==> config.mk <==
export PLATFORM = sky130hd
export DESIGN_NAME = sd_bank_mapper
export DESIGN_NICKNAME = d
export VERILOG_FILES = /design/src/rtl/sdm_pkg.sv /design/src/rtl/sdm_bank_regs.sv /design/src/rtl/sdm_decode.sv /design/src/rtl/sdm_spi_shift.sv /design/src/rtl/sd_bank_mapper.sv
export SDC_FILE = /design/constraint.sdc
export NUM_CORES = 1
export LEC_CHECK = 0
export BUFFER_PORTS_ARGS = -buffer_cell sky130_fd_sc_hd__buf_2
export CAP_MARGIN = 30
export CORE_MARGIN = 2
export CORE_UTILIZATION = 55
export CTS_BUF_LIST = sky130_fd_sc_hd__clkbuf_2 sky130_fd_sc_hd__clkbuf_4 sky130_fd_sc_hd__clkbuf_8
export CTS_CLUSTER_DIAMETER = 120
export DETAILED_ROUTE_END_ITERATION = 10
export PLACE_DENSITY = 0.93
export REMOVE_ABC_BUFFERS = 1
export SYNTH_ARGS = -nofsm -noshare
export SYNTH_HDL_FRONTEND = slang
export SYNTH_HIERARCHICAL = 1
export SYNTH_SLANG_ARGS = --single-unit
==> constraint.sdc <==
create_clock -name clk -period 2.5 [get_ports clk]
set_input_delay 0.5 -clock clk [delete_from_list [all_inputs] [get_ports clk]]
set_output_delay 0.5 -clock clk [all_outputs]
set_load 0.1 [all_outputs]
==> src/rtl/sdm_pkg.sv <==
package sdm_pkg;
    typedef enum logic [1:0] {
        ACC_IDLE,
        ACC_SHIFT,
        ACC_ACK
    } acc_state_t;

    typedef enum logic [1:0] {
        SH_IDLE,
        SH_LOW,
        SH_HIGH
    } sh_state_t;
endpackage

==> src/rtl/sdm_bank_regs.sv <==
module sdm_bank_regs #(
    parameter int NBANK = 4,
    parameter int BW    = 8
) (
    input  logic                       clk,
    input  logic                       rst_n,
    input  logic                       wr_en,
    input  logic [$clog2(NBANK)-1:0]   sel,
    input  logic [BW-1:0]              wdata,
    output logic [NBANK-1:0][BW-1:0]   banks
);
    for (genvar g = 0; g < NBANK; g++) begin : g_bank
        localparam logic [BW-1:0] INIT = (g == 1) ? BW'(1) : '0;
        always_ff @(posedge clk or negedge rst_n) begin
            if (!rst_n)
                banks[g] <= INIT;
            else if (wr_en && sel == g)
                banks[g] <= wdata;
        end
    end


    bank_load_chk: assert property (@(posedge clk) disable iff (!rst_n)
        wr_en |=> banks[$past(sel)] == $past(wdata));
endmodule

==> src/rtl/sdm_decode.sv <==
module sdm_decode #(
    parameter int                 FLASH_AW    = 23,
    parameter logic [FLASH_AW-1:0] FLASH_BASE = 23'h700000,
    parameter int                 MIRROR_BITS = 7
) (
    input  logic [15:0]          addr,
    input  logic [3:0][7:0]      banks,
    output logic                 in_range,
    output logic                 window,
    output logic                 bank_hit,
    output logic                 socket_hit,
    output logic [FLASH_AW-1:0]  flash_addr
);
    localparam int OFF_W = MIRROR_BITS + 13;

    logic [1:0] idx;
    logic [7:0] sel_bank;
    logic       unused_bank_msb;

    always_comb begin
        in_range   = (addr >= 16'h4000) && (addr < 16'hC000);
        idx        = addr[14:13] ^ 2'b10;
        sel_bank   = banks[idx];
        window     = (banks[0][7:6] == 2'b01) && (addr[15:13] == 3'b010);
        bank_hit   = (addr[15:13] == 3'b011);
        socket_hit = window && (addr[12:11] == 2'b11);
        flash_addr = FLASH_BASE +
                     FLASH_AW'(OFF_W'({sel_bank[MIRROR_BITS-1:0], addr[12:0]}));
        unused_bank_msb = sel_bank[7];
    end
endmodule

==> src/rtl/sdm_spi_shift.sv <==
module sdm_spi_shift
    import sdm_pkg::*;
#(
    parameter int DIV = 2
) (
    input  logic       clk,
    input  logic       rst_n,
    input  logic       start,
    input  logic [7:0] tx,
    input  logic       miso,
    output logic       sclk,
    output logic       mosi,
    output logic       done,
    output logic [7:0] rx
);
    localparam int            CW   = (DIV > 1) ? $clog2(DIV) : 1;
    localparam logic [CW-1:0] LAST = CW'(DIV - 1);

    sh_state_t   state, nstate;
    logic [CW-1:0] cnt;
    logic [2:0]  bitn;
    logic [7:0]  sh;
    logic        miso_q;
    logic        tick;

    assign tick = (cnt == LAST);

    always_comb begin
        nstate = state;
        unique case (state)
            SH_IDLE: if (start) nstate = SH_LOW;
            SH_LOW:  if (tick)  nstate = SH_HIGH;
            SH_HIGH: if (tick)  nstate = (bitn == 3'd7) ? SH_IDLE : SH_LOW;
            default: nstate = SH_IDLE;
        endcase
    end

    always_ff @(posedge clk or negedge rst_n) begin
        if (!rst_n)
            state <= SH_IDLE;
        else
            state <= nstate;
    end

    always_ff @(posedge clk or negedge rst_n) begin
        if (!rst_n) begin
            cnt    <= '0;
            bitn   <= '0;
            sh     <= 8'hFF;
            miso_q <= 1'b0;
        end else begin
            unique case (state)
                SH_IDLE: if (start) begin
                    sh   <= tx;
                    cnt  <= '0;
                    bitn <= '0;
                end
                SH_LOW: begin
                    cnt <= tick ? '0 : cnt + 1'b1;
                    if (tick) miso_q <= miso;
                end
                SH_HIGH: begin
                    cnt <= tick ? '0 : cnt + 1'b1;
                    if (tick) begin
                        sh   <= {sh[6:0], miso_q};
                        bitn <= bitn + 1'b1;
                    end
                end
                default: ;
            endcase
        end
    end

    assign sclk = (state == SH_HIGH);
    assign mosi = sh[7];
    assign done = (state == SH_HIGH) && tick && (bitn == 3'd7);
    assign rx   = {sh[6:0], miso_q};


    mosi_setup_chk: assert property (@(posedge clk) disable iff (!rst_n)
        $rose(sclk) |-> $stable(mosi));
endmodule

==> src/rtl/sd_bank_mapper.sv <==
module sd_bank_mapper
    import sdm_pkg::*;
#(
    parameter int DIV      = 2,
    parameter int FLASH_AW = 23
) (
    input  logic                clk,
    input  logic                rst_n,
    input  logic [15:0]         cpu_addr,
    input  logic [7:0]          cpu_wdata,
    input  logic                cpu_stb,
    input  logic                cpu_we,
    output logic [7:0]          cpu_rdata,
    output logic                cpu_done,
    output logic                cpu_wait,
    output logic [FLASH_AW-1:0] flash_addr,
    output logic                flash_rd,
    output logic                flash_wr,
    output logic [7:0]          flash_wdata,
    input  logic [7:0]          flash_rdata,
    output logic                spi_sclk,
    output logic                spi_mosi,
    input  logic                spi_miso,
    output logic [1:0]          spi_cs_n
);
    acc_state_t     state, nstate;
    logic [3:0][7:0] banks;
    logic in_range, window, bank_hit, socket_hit;
    logic accept, xchg, we_q, sh_done, sock, cs_on;
    logic [7:0] rx;

    sdm_bank_regs #(.NBANK(4), .BW(8)) u_banks (
        .clk(clk), .rst_n(rst_n),
        .wr_en(accept && cpu_we && bank_hit),
        .sel(cpu_addr[12:11]), .wdata(cpu_wdata), .banks(banks)
    );

    sdm_decode #(.FLASH_AW(FLASH_AW), .FLASH_BASE(FLASH_AW'(24'h700000)),
                 .MIRROR_BITS(7)) u_dec (
        .addr(cpu_addr), .banks(banks), .in_range(in_range), .window(window),
        .bank_hit(bank_hit), .socket_hit(socket_hit), .flash_addr(flash_addr)
    );

    sdm_spi_shift #(.DIV(DIV)) u_spi (
        .clk(clk), .rst_n(rst_n), .start(xchg),
        .tx(cpu_we ? cpu_wdata : 8'hFF), .miso(spi_miso),
        .sclk(spi_sclk), .mosi(spi_mosi), .done(sh_done), .rx(rx)
    );

    assign accept      = cpu_stb && (state == ACC_IDLE);
    assign xchg        = accept && window && !(cpu_we && socket_hit);
    assign flash_wr    = accept && cpu_we && in_range;
    assign flash_rd    = accept && !cpu_we && in_range && !window;
    assign flash_wdata = cpu_wdata;

    always_comb begin
        nstate = state;
        unique case (state)
            ACC_IDLE:  if (accept) nstate = xchg ? ACC_SHIFT : ACC_ACK;
            ACC_SHIFT: if (sh_done) nstate = ACC_ACK;
            ACC_ACK:   nstate = ACC_IDLE;
            default:   nstate = ACC_IDLE;
        endcase
    end

    always_ff @(posedge clk or negedge rst_n) begin
        if (!rst_n)
            state <= ACC_IDLE;
        else
            state <= nstate;
    end

    always_ff @(posedge clk or negedge rst_n) begin
        if (!rst_n) begin
            cpu_rdata <= 8'hFF;
            we_q      <= 1'b0;
            sock      <= 1'b0;
            cs_on     <= 1'b0;
        end else begin
            unique case (state)
                ACC_IDLE: if (accept) begin
                    we_q      <= cpu_we;
                    cpu_rdata <= (!cpu_we && in_range && !window) ? flash_rdata : 8'hFF;
                    if (cpu_we && socket_hit) sock  <= cpu_wdata[0];
                    if (xchg)                 cs_on <= ~cpu_addr[12];
                end
                ACC_SHIFT: if (sh_done) cpu_rdata <= we_q ? 8'hFF : rx;
                default: ;
            endcase
        end
    end

    assign cpu_wait = (state == ACC_SHIFT);
    assign cpu_done = (state == ACC_ACK);
    assign spi_cs_n = ~({sock, ~sock} & {2{cs_on}});


    cs_onehot_chk: assert property (@(posedge clk) disable iff (!rst_n)
        $onehot0(~spi_cs_n));

    sclk_in_wait_chk: assert property (@(posedge clk) disable iff (!rst_n)
        spi_sclk |-> cpu_wait);

    done_pulse_chk: assert property (@(posedge clk) disable iff (!rst_n)
        cpu_done |=> !cpu_done);

    oor_read_chk: assert property (@(posedge clk) disable iff (!rst_n)
        (accept && !cpu_we && !in_range) |=> (cpu_done && cpu_rdata == 8'hFF));
endmodule

# Yosys cells after proc, flatten, opt, wreduce, memory -nomap -nowiden

Index checks and enable logic that the tools add are counted.

Bitwise operators: 5
$add $sub $neg: 3
Multiplexer cells: 26
Equality and inequality tests: 16
Reduce and logical (&&, ||, !) cells: 40
Magnitude comparators: 3

Operator list:

| cell                   | number |
|---|---|
| $mux 8                 | 7 |
| $pmux 8 s2             | 2 |
| $add 21x21->22 const A | 1 |
| $logic_and 1x1->1      | 21 |
| $bmux 8 s2             | 1 |
| $ge 16x15->1 const B   | 1 |
| $lt 16x16->1 const B   | 1 |
| $reduce_and 3->1       | 5 |
| $mux 2                 | 6 |
| $eq 2x1->1 const B     | 4 |
| $eq 2x2->1 const B     | 4 |
| $reduce_and 2->1       | 4 |
| $mux 7                 | 1 |
| $eq 3x2->1 const B     | 2 |
| $logic_not 2->1        | 3 |
| $mux 3                 | 2 |
| $ne 2x1->1 const B     | 3 |
| $pmux 2 s3             | 1 |
| $pmux 3 s2             | 1 |
| $reduce_bool 2->1      | 3 |
| $ne 2x2->1 const B     | 2 |
| $pmux 2 s2             | 1 |
| $add 3x1->3 const B    | 1 |
| $eq 3x3->1 const B     | 1 |
| other kinds (9)        | 15 |

Logic and storage cells: 107
Output and inout bits: 47
Input bits: 37
Bits in registers: 60

# Longest topological paths before layout

Gate-level depths: netlist (run 1).

Word-level depth: 9
Depth in mapped cells: 10
Depth with buffers taken out: 8

# Hierarchy

The synthesis (run 1) kept the hierarchy.

By module, submodules not included:

| module         | seq. area each (sq um) | cells an instance | instances | area each (sq um) |
|---|---|---|---|---|
| sdm_bank_regs  | 802.0                  | 68                | 1         | 1213.7 |
| sdm_spi_shift  | 385.4                  | 67                | 1         | 858.3 |
| sd_bank_mapper | 335.3                  | 73                | 1         | 845.8 |
| sdm_decode     | 0.0                    | 33                | 1         | 345.3 |

# Least setup slack after synthesis (run 1)

OpenSTA, ideal clock, no wires.

Path kind: input-to-output
From: in cpu_addr[14]
To: out flash_rd
Arrival time: 3.489 ns
Cell stages on the path: 6
Setup slack: -1.489 ns
Path buffers: 2
Data required time: 2.000 ns
Path through: buf_2 > nor2b_1 > and3_1 > or3b_1 > buf_6 > nor3_1

Longest elaborated chain between the ends: 4
Elaborated cells between the ends (all ways): 8
Classes of those cells: 2 x order compare; 1 x eq/ne; 5 x reduce/logical

Ends and longest elaborated chain:

| item               | RTL line             | RTL |
|---|---|---|
| start: declaration | sd_bank_mapper.sv:9  | `input logic [15:0] cpu_addr,` |
| $eq 3x2->1         | sdm_decode.sv:24     | `window = (banks[0][7:6] == 2'b01) && (addr[15:13] == 3'b010);` |
| $logic_and 1x1->1  | sdm_decode.sv:24     |  |
| net window         | sd_bank_mapper.sv:28 | `logic in_range, window, bank_hit, socket_hit;` |
| $logic_not 1->1    | sd_bank_mapper.sv:53 | `assign flash_rd = accept && !cpu_we && in_range && !window;` |
| $logic_and 1x1->1  | sd_bank_mapper.sv:53 |  |
| end: declaration   | sd_bank_mapper.sv:17 | `output logic flash_rd,` |

The timed path passes the listed nets, and every way through them passes these cells.

# Worst setup path after layout (run 1)

Ends and elaborated chain as after synthesis.

==> Implementation_results.wiki, run 1 <==
{| class="wikitable"
! Metric !! Value
|-
| Number of buffers created by CTS || 9
|-
| Period utilisation layout || between 90% and 100%
|-
| Number of warnings reported in the yosys synthesis log || 6
|-
| Initial detailed-routing violation count || 75
|-
| Overflow left after global routing || 0
|-
| Share of post-route cells with drive strength above 1 || 60.5%
|-
| CTS tree || yes
|-
| Cells after Synth || 235
|-
| Setup TNS || 0 ns
|-
| Per-cell via count in the routed design || 5.55
|-
| Layout-stage area growth over the synthesis result || 12.8%
|-
| Maximum number of buffers from clock root to sink || 2
|-
| Post-detail-place hpwl || 4520 um
|-
| Number of max-cap violations || 0
|-
| Crit path capture || flash_rd
|-
| Post-detailed-route count of antenna-violating nets || 0
|-
| Post-Synthesis Mean Instance Area || ~13 um^2
|-
| Maximum VDD drop || 0.567 mV
|-
| Worst slew margin relative to its limit || between 50 and 60%
|-
| Filler-free cell count of the finished design || between 300 and 400
|-
| Number of antenna violations at the first check in global routing || 0
|-
| Clk_lat worst skew || 0.34 ns
|-
| Buffer cell driving the clock tree root || sky130_fd_sc_hd__clkbuf_8
|-
| Starting density of the core || 57.3%
|-
| Peak fanout along the critical path || 3
|-
| Summed instance area of the synthesized netlist || about 3200 um^2
|-
| Placed cell area || 3370 um^2
|-
| Crit path setup slack, layout || 0.120 ns
|-
| Outcome || complete, no violations
|-
| Total of buffers placed on input and output ports || 58
|-
| Fin area || about 3600 um^2
|-
| Tot Pwr || around 3.3 mW
|-
| Total Nets Final || 326
|-
| RSZ-0062 raised after global routing || false
|-
| Dpl ws || 0.131 ns
|-
| Required arrival time at the worst endpoint || 2.00 ns
|-
| Number of buffers inserted to repair setup after CTS || 0
|-
| WL per Instance || roughly 17 um
|-
| Clock H-tree levels || 3
|-
| Hold/Removal Path Class || in2async
|-
| First-pass GRT wire length || about 10000 um
|-
| Routability-driven placement congestion ratio || 0.746
|-
| Worst reg-to-reg setup slack || 0.33 ns
|-
| Lkg Pwr || 1.70 nW
|-
| Height of the die || 79.7 um
|-
| End of the worst register-to-register path || u_banks/banks[1]
|-
| Number of pins exceeding their max-slew limit in the final report || 0
|-
| Die boundary width || 79.7 um
|-
| Drt first pass iters || 4
|-
| Count of vias placed by the detailed router || 1987
|-
| Power per cell area || 916 nW/um^2
|-
| Pin count of the biggest net entering global routing || 58
|-
| Highest clock frequency the design can meet || 0.420 GHz
|-
| Kind of critical path || in2out
|-
| Ports placed on the boundary || 84
|-
| Core ar. || 5510 um^2
|-
| RR Startpoint || state[1]
|-
| DRC violation count after routing || 0
|-
| Worst r2r path cells || 4
|-
| Final clock skew || 0.00684 ns
|-
| Placement row count || 27
|-
| Startpoint class of the critical path || input port
|-
| Pin slew with the least headroom to its limit || about 0.68 ns
|-
| Critical path origin || cpu_addr[14]
|-
| Number of antenna cells inserted || 0
|-
| Worst-case hold slack || 0.293 ns
|-
| Post-Route WL || 6110 um
|-
| Critical path arrival || 1.88 ns
|-
| # fillers || 405
|-
| TritonCTS sink count || 57
|-
| Number of global-route vias before repair || around 2.1k
|-
| Critical path endpoint category || output pin
|-
| Cts hold-fix bufs || 0
|-
| Count of placed standard cells including taps || ~340
|-
| Clk pin slew, worst setup/hold paths || 0.06 ns
|-
| All-Layer GR Usage || 21.7%
|-
| Count of final setup violators || 0
|-
| Final core utilization || 64.6%
|-
| Clock period minus final worst setup slack || 2.38 ns
|-
| Final Hold Violating Endpoints || 0
|-
| Die Area || around 6400 um^2
|-
| Resize count post-CTS || 0
|}
-- power by group --
part	internal, mW	switching (mW)	total, mW
logic	0.435	0.779	1.21
clock network	0.445	0.341	0.786
registers	1.14	0.120	1.26
-- how the worst min path moves through the flow --
stage / slack [ns] / startpoint / endpoint
after detailed placement: 0.49 / u_banks/banks[14] / u_banks/banks[14]
after CTS: 0.30 / rst_n / u_banks/banks[11]
after floorplan: 0.20 / rst_n / cs_on
final: 0.29 / rst_n / u_banks/banks[12]
after global routing: 0.34 / rst_n / u_banks/banks[11]
after global placement: 0.48 / u_banks/banks[9] / u_banks/banks[9]
-- worst max-delay path: stages --
cell,delay [ns]
sky130_fd_sc_hd__buf_2,0.12
sky130_fd_sc_hd__nor2b_1,0.16
sky130_fd_sc_hd__and3_1,0.18
sky130_fd_sc_hd__or3b_1,0.40
sky130_fd_sc_hd__nor3_1,0.29
sky130_fd_sc_hd__buf_12,0.22
-- cells in the final DEF (no fill, tap or decap), types with 7 or more instances in the layout --
cell type,count
sky130_fd_sc_hd__clkbuf_8,11
sky130_fd_sc_hd__o32a_1,8
sky130_fd_sc_hd__buf_2,57
sky130_fd_sc_hd__nand2b_1,9
sky130_fd_sc_hd__dfrtp_1,40
sky130_fd_sc_hd__mux2_2,49
sky130_fd_sc_hd__nand2_1,7
sky130_fd_sc_hd__dfstp_2,17
sky130_fd_sc_hd__mux4_2,7
sky130_fd_sc_hd__ha_1,8
sky130_fd_sc_hd__buf_4,8
sky130_fd_sc_hd__mux2_4,8
-- cell type report --
cell class                      instances  area (um^2)  share of cell area [%]
Inverter                                5         18.8                   0.527
Sequential cell                        57         1450                    40.7
Clock buffer                           14          174                    4.89
Clock inverter                          2         12.5                   0.352
Tap cell                               72         90.1                    2.53
Timing Repair Buffer                   66          365                    10.3
Multi-Input combinational cell        142         1450                    40.8
-- sequential cells by signal, indices dropped and copies added, names as in the netlist --
name	count
u_banks/banks	29
u_spi/sh	8
u_spi/miso_q	1
u_spi/cnt	1
state	2
cpu_rdata	8
cs_on	1
u_spi/state	2
u_spi/bitn	3
we_q	1
sock	1
-- metal layers --
metal,track usage (%),part of all wire [%]
met1,24.4,40
met2,36.1,50
met3,9.84,8.3
met4,8.47,1.6
met5,0,0
(Power assumes the default switching activity.)
==> run 2, diff against run 1 <==
==> constraint.sdc (replaced) <==
create_clock -name clk -period 2.5 [get_ports clk]
set_input_delay 0.375 -clock clk [delete_from_list [all_inputs] [get_ports clk]]
set_output_delay 0.375 -clock clk [all_outputs]
set_load 0.1 [all_outputs]
==> run 2 against run 1 <==
Against the previous run:
- clock-buffer cell count is 3 lower
- clock skew rose by 0.0026 ns
- setup slack gained 0.049 ns
- wire length rose by 1.4%
- non-clock buffer count is 3 lower
- utilization increased by 0.50 points
- clock power rose by 23%
- first-iteration DRC count shrank 17%
- sequential power barely moved
- sequential cell count unchanged
- design area is 0.77% higher
- register-to-register slack about the same
- largest power group unchanged
- highest routed layer unchanged
==> Implementation_results.wiki, run 2 (synthesized netlist as in run 1, its figures left out) <==
{| class="wikitable"
! Metric !! Value
|-
| Initial detailed-routing violation count || 62 (-17%)
|-
| Cts hold-fix bufs || 0 (unchanged)
|-
| Count of vias placed by the detailed router || 1972 (-0.75%)
|-
| Starting density of the core || 57.3% (unchanged)
|-
| Setup TNS || 0 ns (unchanged)
|-
| Register with the most flip-flops || u_banks/banks
|-
| Post-detail-place hpwl || 4600 um (+1.8%)
|-
| Resize count post-CTS || 0 (unchanged)
|-
| Clk_lat worst skew || 0.34 ns (about the same)
|-
| Wire length on met3 || 428 um (-15%)
|-
| CP peak stage delay || 0.53 ns (+0.13 ns)
|-
| Die Area || 6360 um^2 (unchanged)
|-
| Overflow left after global routing || 0 (unchanged)
|-
| Final clock skew || 0.00948 ns (+0.00264 ns)
|-
| Number of antenna violations at the first check in global routing || 0 (unchanged)
|-
| Maximum number of buffers from clock root to sink || 2 (unchanged)
|-
| Hold/Removal Path Class || in2async
|-
| Required arrival time at the worst endpoint || 2.12 ns (+0.12 ns)
|-
| Highest clock frequency the design can meet || 0.429 GHz (+2.1%)
|-
| Number of max-cap violations || 0 (unchanged)
|-
| Post-Route WL || 6200 um (+1.4%)
|-
| Ports placed on the boundary || 84 (unchanged)
|-
| Placement row count || 27 (unchanged)
|-
| Number of buffers inserted to repair setup after CTS || 0 (unchanged)
|-
| Per-cell via count in the routed design || 5.55 (about the same)
|-
| Total of buffers placed on input and output ports || 58 (unchanged)
|-
| Cell with the biggest individual delay on the critical path || sky130_fd_sc_hd__buf_2
|-
| Total Nets Final || 323 (-0.92%)
|-
| RSZ-0062 raised after global routing || false
|-
| Tot Pwr || 3.42 mW (+4.9%)
|-
| Number of pins exceeding their max-slew limit in the final report || 0 (unchanged)
|-
| Critical path endpoint category || output pin
|-
| First-pass GRT wire length || 10200 um (unchanged)
|-
| Post-detailed-route count of antenna-violating nets || 0 (unchanged)
|-
| Routability-driven placement congestion ratio || 0.802 (+7.4%)
|-
| Clk pin slew, worst setup/hold paths || 0.07 ns (about the same)
|-
| WL per Instance || 17.5 um (+2.2%)
|-
| Lkg Pwr || 1.71 nW (+0.60%)
|-
| Worst reg-to-reg setup slack || 0.33 ns (about the same)
|-
| Clock H-tree levels || 3 (unchanged)
|-
| Startpoint class of the critical path || register
|-
| RR Startpoint || state[1]
|-
| Peak fanout along the critical path || 13 (+10)
|-
| Kind of critical path || reg2out
|-
| Final Hold Violating Endpoints || 0 (unchanged)
|-
| Die boundary width || 79.7 um (unchanged)
|-
| Most used cells in the layout excluding fill and tap cells || 57 x sky130_fd_sc_hd__buf_2, 49 x sky130_fd_sc_hd__mux2_2, 40 x sky130_fd_sc_hd__dfrtp_1, 17 x sky130_fd_sc_hd__dfstp_2, 10 x sky130_fd_sc_hd__clkbuf_8
|-
| Height of the die || 79.7 um (unchanged)
|-
| DRT met1 WL || 2650 um (+7.2%)
|-
| Number of antenna cells inserted || 0 (unchanged)
|-
| Leading cell type in the layout, fill and taps excluded || sky130_fd_sc_hd__buf_2
|-
| Highest routed layer || met4
|-
| Power per cell area || 954 nW/um^2 (+4.1%)
|-
| Pin slew with the least headroom to its limit || 0.652 ns (-0.0261 ns)
|-
| Buffer cell driving the clock tree root || sky130_fd_sc_hd__clkbuf_8
|-
| Count of final setup violators || 0 (unchanged)
|-
| Critical path arrival || 1.96 ns (+0.08 ns)
|-
| Number of global-route vias before repair || 2112 (+0.72%)
|-
| DRC violation count after routing || 0 (unchanged)
|-
| Clock period minus final worst setup slack || 2.33 ns (-0.0490 ns)
|-
| Worst slew margin relative to its limit || 56.6% (+1.7 points)
|-
| Layout-stage area growth over the synthesis result || 13.7%
|-
| TritonCTS sink count || 57 (unchanged)
|-
| End of the worst register-to-register path || u_banks/banks[4]
|-
| CTS tree || yes
|-
| Maximum VDD drop || 0.574 mV (+1.2%)
|-
| Number of flip-flops under the largest register name || 29 (unchanged)
|-
| Core ar. || 5510 um^2 (unchanged)
|-
| All-Layer GR Usage || 21.4% (-0.27 points)
|-
| Outcome || complete, no violations
|-
| Largest registers || u_banks/banks x29, cpu_rdata x8, u_spi/sh x8
|-
| Ordered cell list for the critical path || inv_1 -> ha_1 -> buf_2
|-
| Number of buffers created by CTS || 9 (unchanged)
|-
| Drt first pass iters || 4 (unchanged)
|-
| Met2 Routed Length || 3060 um (+0.89%)
|-
| Share of post-route cells with drive strength above 1 || 60.1% (-0.42 points)
|-
| Pin count of the biggest net entering global routing || 31 (-47%)
|-
| Period utilisation layout || 93.2% (-2.0 points)
|-
| Worst r2r path cells || 4 (unchanged)
|}
==> run 2: cell types whose count changed in the layout (fill, tap and decap cells not counted), sizes merged <==
cell / before / now
clkinvlp: 1 / 0
clkbuf: 14 / 11
buf: 66 / 63
bufinv: 0 / 2
clkinv: 1 / 3
==> run 2: final cells by class <==
class | count | area (um^2)
fillers | 411 | 1920
multi-input cells | 142 | 1450
flip-flops and latches | 57 | 1450
repair buffers | 63 | 355
clock buffers | 11 | 145
well taps | 72 | 90.1
clock inverters | 5 | 78.8
inverters | 5 | 18.8
==> run 2: per-stage QoR <==
stage | instance area, um^2 | instances | util, % | hold slack [ns] | worst slack [ns]
CTS | 3590 | 355 | 65.1 | 0.0594 | 0.142
global route | 3590 | 355 | 65.1 | 0.0924 | 0.0784
floorplan | 2920 | 204 | - | 0.0794 | -1.05
detailed placement | 3360 | 339 | 61.1 | 0.436 | 0.306
global placement | 3360 | 339 | 61.1 | 0.424 | 0.384
finish | 3590 | 355 | 65.1 | 0.0546 | 0.169
==> run 2: worst max-delay path by stage <==
stage                               from       endpoint  slack (ns)  cells past startpoint
after floorplan             cpu_addr[14]       flash_rd       -1.05                      4
after global placement      cpu_addr[14]       flash_rd        0.38                      6
after detailed placement    cpu_addr[12]  u_spi/bitn[0]        0.31                     10
after CTS                 u_spi/state[0]       spi_sclk        0.14                      3
after global routing      u_spi/state[0]       spi_sclk        0.08                      3
final                     u_spi/state[0]       spi_sclk        0.17                      3
==> run 2: critical path: cells and delay by family (launching register included) <==
family                     cells  cell delay, ns
DFF                            1            0.42
adders and majority gates      1            0.52
buffers and inverters          2            0.67
==> run 2: where the power goes <==
part,internal (mW),total [mW],switching (mW)
logic,0.431,1.20,0.764
registers,1.14,1.26,0.122
clock network,0.597,0.963,0.366
total,2.17,3.42,1.25
==> run 2: routing by layer <==
metal | global-route usage [%] | up-vias
met4 | 5.42 | 0
met3 | 9.05 | 5
met5 | 0 | -
met2 | 35.5 | 77
li1 | - | 905
met1 | 25.9 | 985
==> run 3, diff against run 2 <==
--- a/config.mk
+++ b/config.mk
@@ -13,7 +13,6 @@
 export CTS_CLUSTER_DIAMETER = 120
 export DETAILED_ROUTE_END_ITERATION = 10
 export PLACE_DENSITY = 0.93
-export REMOVE_ABC_BUFFERS = 1
 export SYNTH_ARGS = -nofsm -noshare
 export SYNTH_HDL_FRONTEND = slang
 export SYNTH_HIERARCHICAL = 1
==> run 3 against run 2 <==
Against the previous run:
- via count shrank 2.2%
- register-to-register slack is essentially flat
- design area grew 0.10%
- first-iteration DRC count grew 4.8%
- sequential cell count is the same
- critical path depth is the same
- die area is the same
- non-clock buffer count is the same
- sequential share of layout area is essentially flat
- fmax shrank 0.30%
- critical path type unchanged
- largest cell class unchanged
- highest routed layer unchanged
==> Implementation_results.wiki, run 3 (synthesized netlist as in run 1, its figures left out) <==
{| class="wikitable"
! Metric !! Value
|-
| Outcome || complete, no violations
|-
| Filler-free cell count of the finished design || 355 (unchanged)
|-
| Initial detailed-routing violation count || 65 (+4.8%)
|-
| All-Layer GR Usage || 20.6% (-0.80 points)
|-
| Pin count of the biggest net entering global routing || 58 (+87%)
|-
| Per-cell via count in the routed design || 5.43 (-2.2%)
|-
| Number of antenna cells inserted || 0 (unchanged)
|-
| Final clock skew || 0.00891 ns (-0.000567 ns)
|-
| Height of the die || 79.7 um (unchanged)
|-
| TritonCTS sink count || 57 (unchanged)
|-
| Number of global-route vias before repair || 2090 (-1.0%)
|-
| Highest clock frequency the design can meet || 0.428 GHz (-0.30%)
|-
| Number of max-cap violations || 0 (unchanged)
|-
| Tot Pwr || 3.43 mW (+0.44%)
|-
| Peak fanout along the critical path || 13 (unchanged)
|-
| Die Area || 6360 um^2 (unchanged)
|-
| Total Nets Final || 323 (unchanged)
|-
| Number of buffers created by CTS || 9 (unchanged)
|-
| Layout-stage area growth over the synthesis result || 13.8%
|-
| Count of placed standard cells including taps || 339 (unchanged)
|-
| Placement row count || 27 (unchanged)
|-
| Setup TNS || 0 ns (unchanged)
|-
| Drt first pass iters || 4 (unchanged)
|-
| Total of buffers placed on input and output ports || 58 (unchanged)
|-
| Routability-driven placement congestion ratio || 0.772 (-3.7%)
|-
| Number of pins exceeding their max-slew limit in the final report || 0 (unchanged)
|-
| Hold/Removal Path Class || in2async
|-
| Post-Route WL || 5880 um (-5.2%)
|-
| Pin slew with the least headroom to its limit || 0.696 ns (+0.0442 ns)
|-
| Number of flip-flops under the largest register name || 29 (unchanged)
|-
| Post-detail-place hpwl || 4310 um (-6.5%)
|-
| Cts hold-fix bufs || 0 (unchanged)
|-
| CP peak stage delay || 0.54 ns (about the same)
|-
| Startpoint class of the critical path || register
|-
| Clock H-tree levels || 3 (unchanged)
|-
| Core ar. || 5510 um^2 (unchanged)
|-
| Overflow left after global routing || 0 (unchanged)
|-
| Required arrival time at the worst endpoint || 2.12 ns (about the same)
|-
| Count of vias placed by the detailed router || 1928 (-2.2%)
|-
| Kind of critical path || reg2out
|-
| Count of final setup violators || 0 (unchanged)
|-
| Final core utilization || 65.2% (+0.068 points)
|-
| Ports placed on the boundary || 84 (unchanged)
|-
| Clk pin slew, worst setup/hold paths || 0.06 ns (about the same)
|-
| Worst-case hold slack || 0.169 ns (+0.115 ns)
|-
| Clk_lat worst skew || 0.33 ns (about the same)
|-
| WL per Instance || 16.6 um (-5.2%)
|-
| First-pass GRT wire length || 9800 um (-3.9%)
|-
| Maximum VDD drop || 0.409 mV (-29%)
|-
| Critical path endpoint category || output pin
|-
| Maximum number of buffers from clock root to sink || 2 (unchanged)
|-
| Leading cell type in the layout, fill and taps excluded || sky130_fd_sc_hd__buf_2
|-
| Power per cell area || 957 nW/um^2 (+0.33%)
|-
| Ordered cell list for the critical path || inv_1 -> ha_1 -> buf_2
|-
| Worst slew margin relative to its limit || 53.6% (-2.9 points)
|-
| RSZ-0062 raised after global routing || false
|-
| Number of buffers inserted to repair setup after CTS || 0 (unchanged)
|-
| Clock period minus final worst setup slack || 2.34 ns (+0.00702 ns)
|-
| DRC violation count after routing || 0 (unchanged)
|-
| Number of antenna violations at the first check in global routing || 0 (unchanged)
|-
| Resize count post-CTS || 0 (unchanged)
|-
| Lkg Pwr || 1.71 nW (-0.21%)
|-
| Register with the most flip-flops || u_banks/banks
|-
| Largest registers || u_banks/banks x29, cpu_rdata x8, u_spi/sh x8
|-
| Post-detailed-route count of antenna-violating nets || 0 (unchanged)
|-
| Buffer cell driving the clock tree root || sky130_fd_sc_hd__clkbuf_8
|-
| Die boundary width || 79.7 um (unchanged)
|-
| Critical path arrival || 1.96 ns (about the same)
|-
| CTS tree || yes
|-
| Final Hold Violating Endpoints || 0 (unchanged)
|-
| Share of post-route cells with drive strength above 1 || 60.4% (+0.35 points)
|-
| Most used cells in the layout excluding fill and tap cells || 57 x sky130_fd_sc_hd__buf_2, 49 x sky130_fd_sc_hd__mux2_2, 40 x sky130_fd_sc_hd__dfrtp_1, 17 x sky130_fd_sc_hd__dfstp_2, 11 x sky130_fd_sc_hd__clkbuf_8
|-
| Starting density of the core || 57.3% (unchanged)
|-
| Cell with the biggest individual delay on the critical path || sky130_fd_sc_hd__ha_1
|-
| Period utilisation layout || 93.5% (+0.28 points)
|}
==> run 3: changes by cell type in the layout (fill, tap and decap cells not counted), sizes merged <==
| cell | change |
|---|---|
| clkinv | -1 |
| clkinvlp | +1 |
==> run 3: report_power, final <==
| part | switching, mW | total [mW] | internal, mW |
|---|---|---|---|
| registers | 0.126 | 1.26 | 1.14 |
| clock network | 0.359 | 0.971 | 0.611 |
| logic | 0.770 | 1.20 | 0.429 |
==> run 3: worst paths after layout <==
path                                  startpoint           endpoint  slack, ns  cells past startpoint
worst min-delay path                       rst_n  u_banks/banks[20]       0.17                      2
worst max-delay path              u_spi/state[0]           spi_sclk       0.16                      3
max in group asynchronous                  rst_n           state[0]       1.87                      2
min in group clk                        spi_miso       u_spi/miso_q       0.27                      2
worst max register to register          state[1]   u_banks/banks[6]       0.33                      4
worst min register to register  u_banks/banks[3]   u_banks/banks[3]       0.50                      1
==> run 3: critical path, delay by kind of cell, from the launching register on <==
family | cells | cell delay (ns)
fa+ha+maj | 1 | 0.54
buf+inv | 2 | 0.67
flops | 1 | 0.42
==> run 3: metrics by stage <==
stage / worst slack [ns] / instance area (um^2)
2_1_floorplan: 0.0486 / 3170
3_3_place_gp: 0.389 / 3360
3_5_place_dp: 0.343 / 3360
4_1_cts: 0.152 / 3590
5_1_grt: 0.0667 / 3590
6_report: 0.162 / 3590
==> run 3: area by class of cell <==
cell class | count | area, um^2
Fill cell | 401 | 1920
Multi-Input combinational cell | 142 | 1460
Sequential cell | 57 | 1450
Timing Repair Buffer | 63 | 343
Clock buffer | 11 | 151
Tap cell | 72 | 90.1
Clock inverter | 5 | 77.6
Inverter | 5 | 18.8
==> run 3: metal layers <==
| metal | global-route usage [%] | wire (um) | vias to the layer above |
|---|---|---|---|
| li1 | - | - | 899 |
| met1 | 26.1 | 2590 | 961 |
| met2 | 33.7 | 2900 | 58 |
| met3 | 4.41 | 288 | 10 |
| met4 | 10.2 | 98 | 0 |
| met5 | 0 | 0 | - |
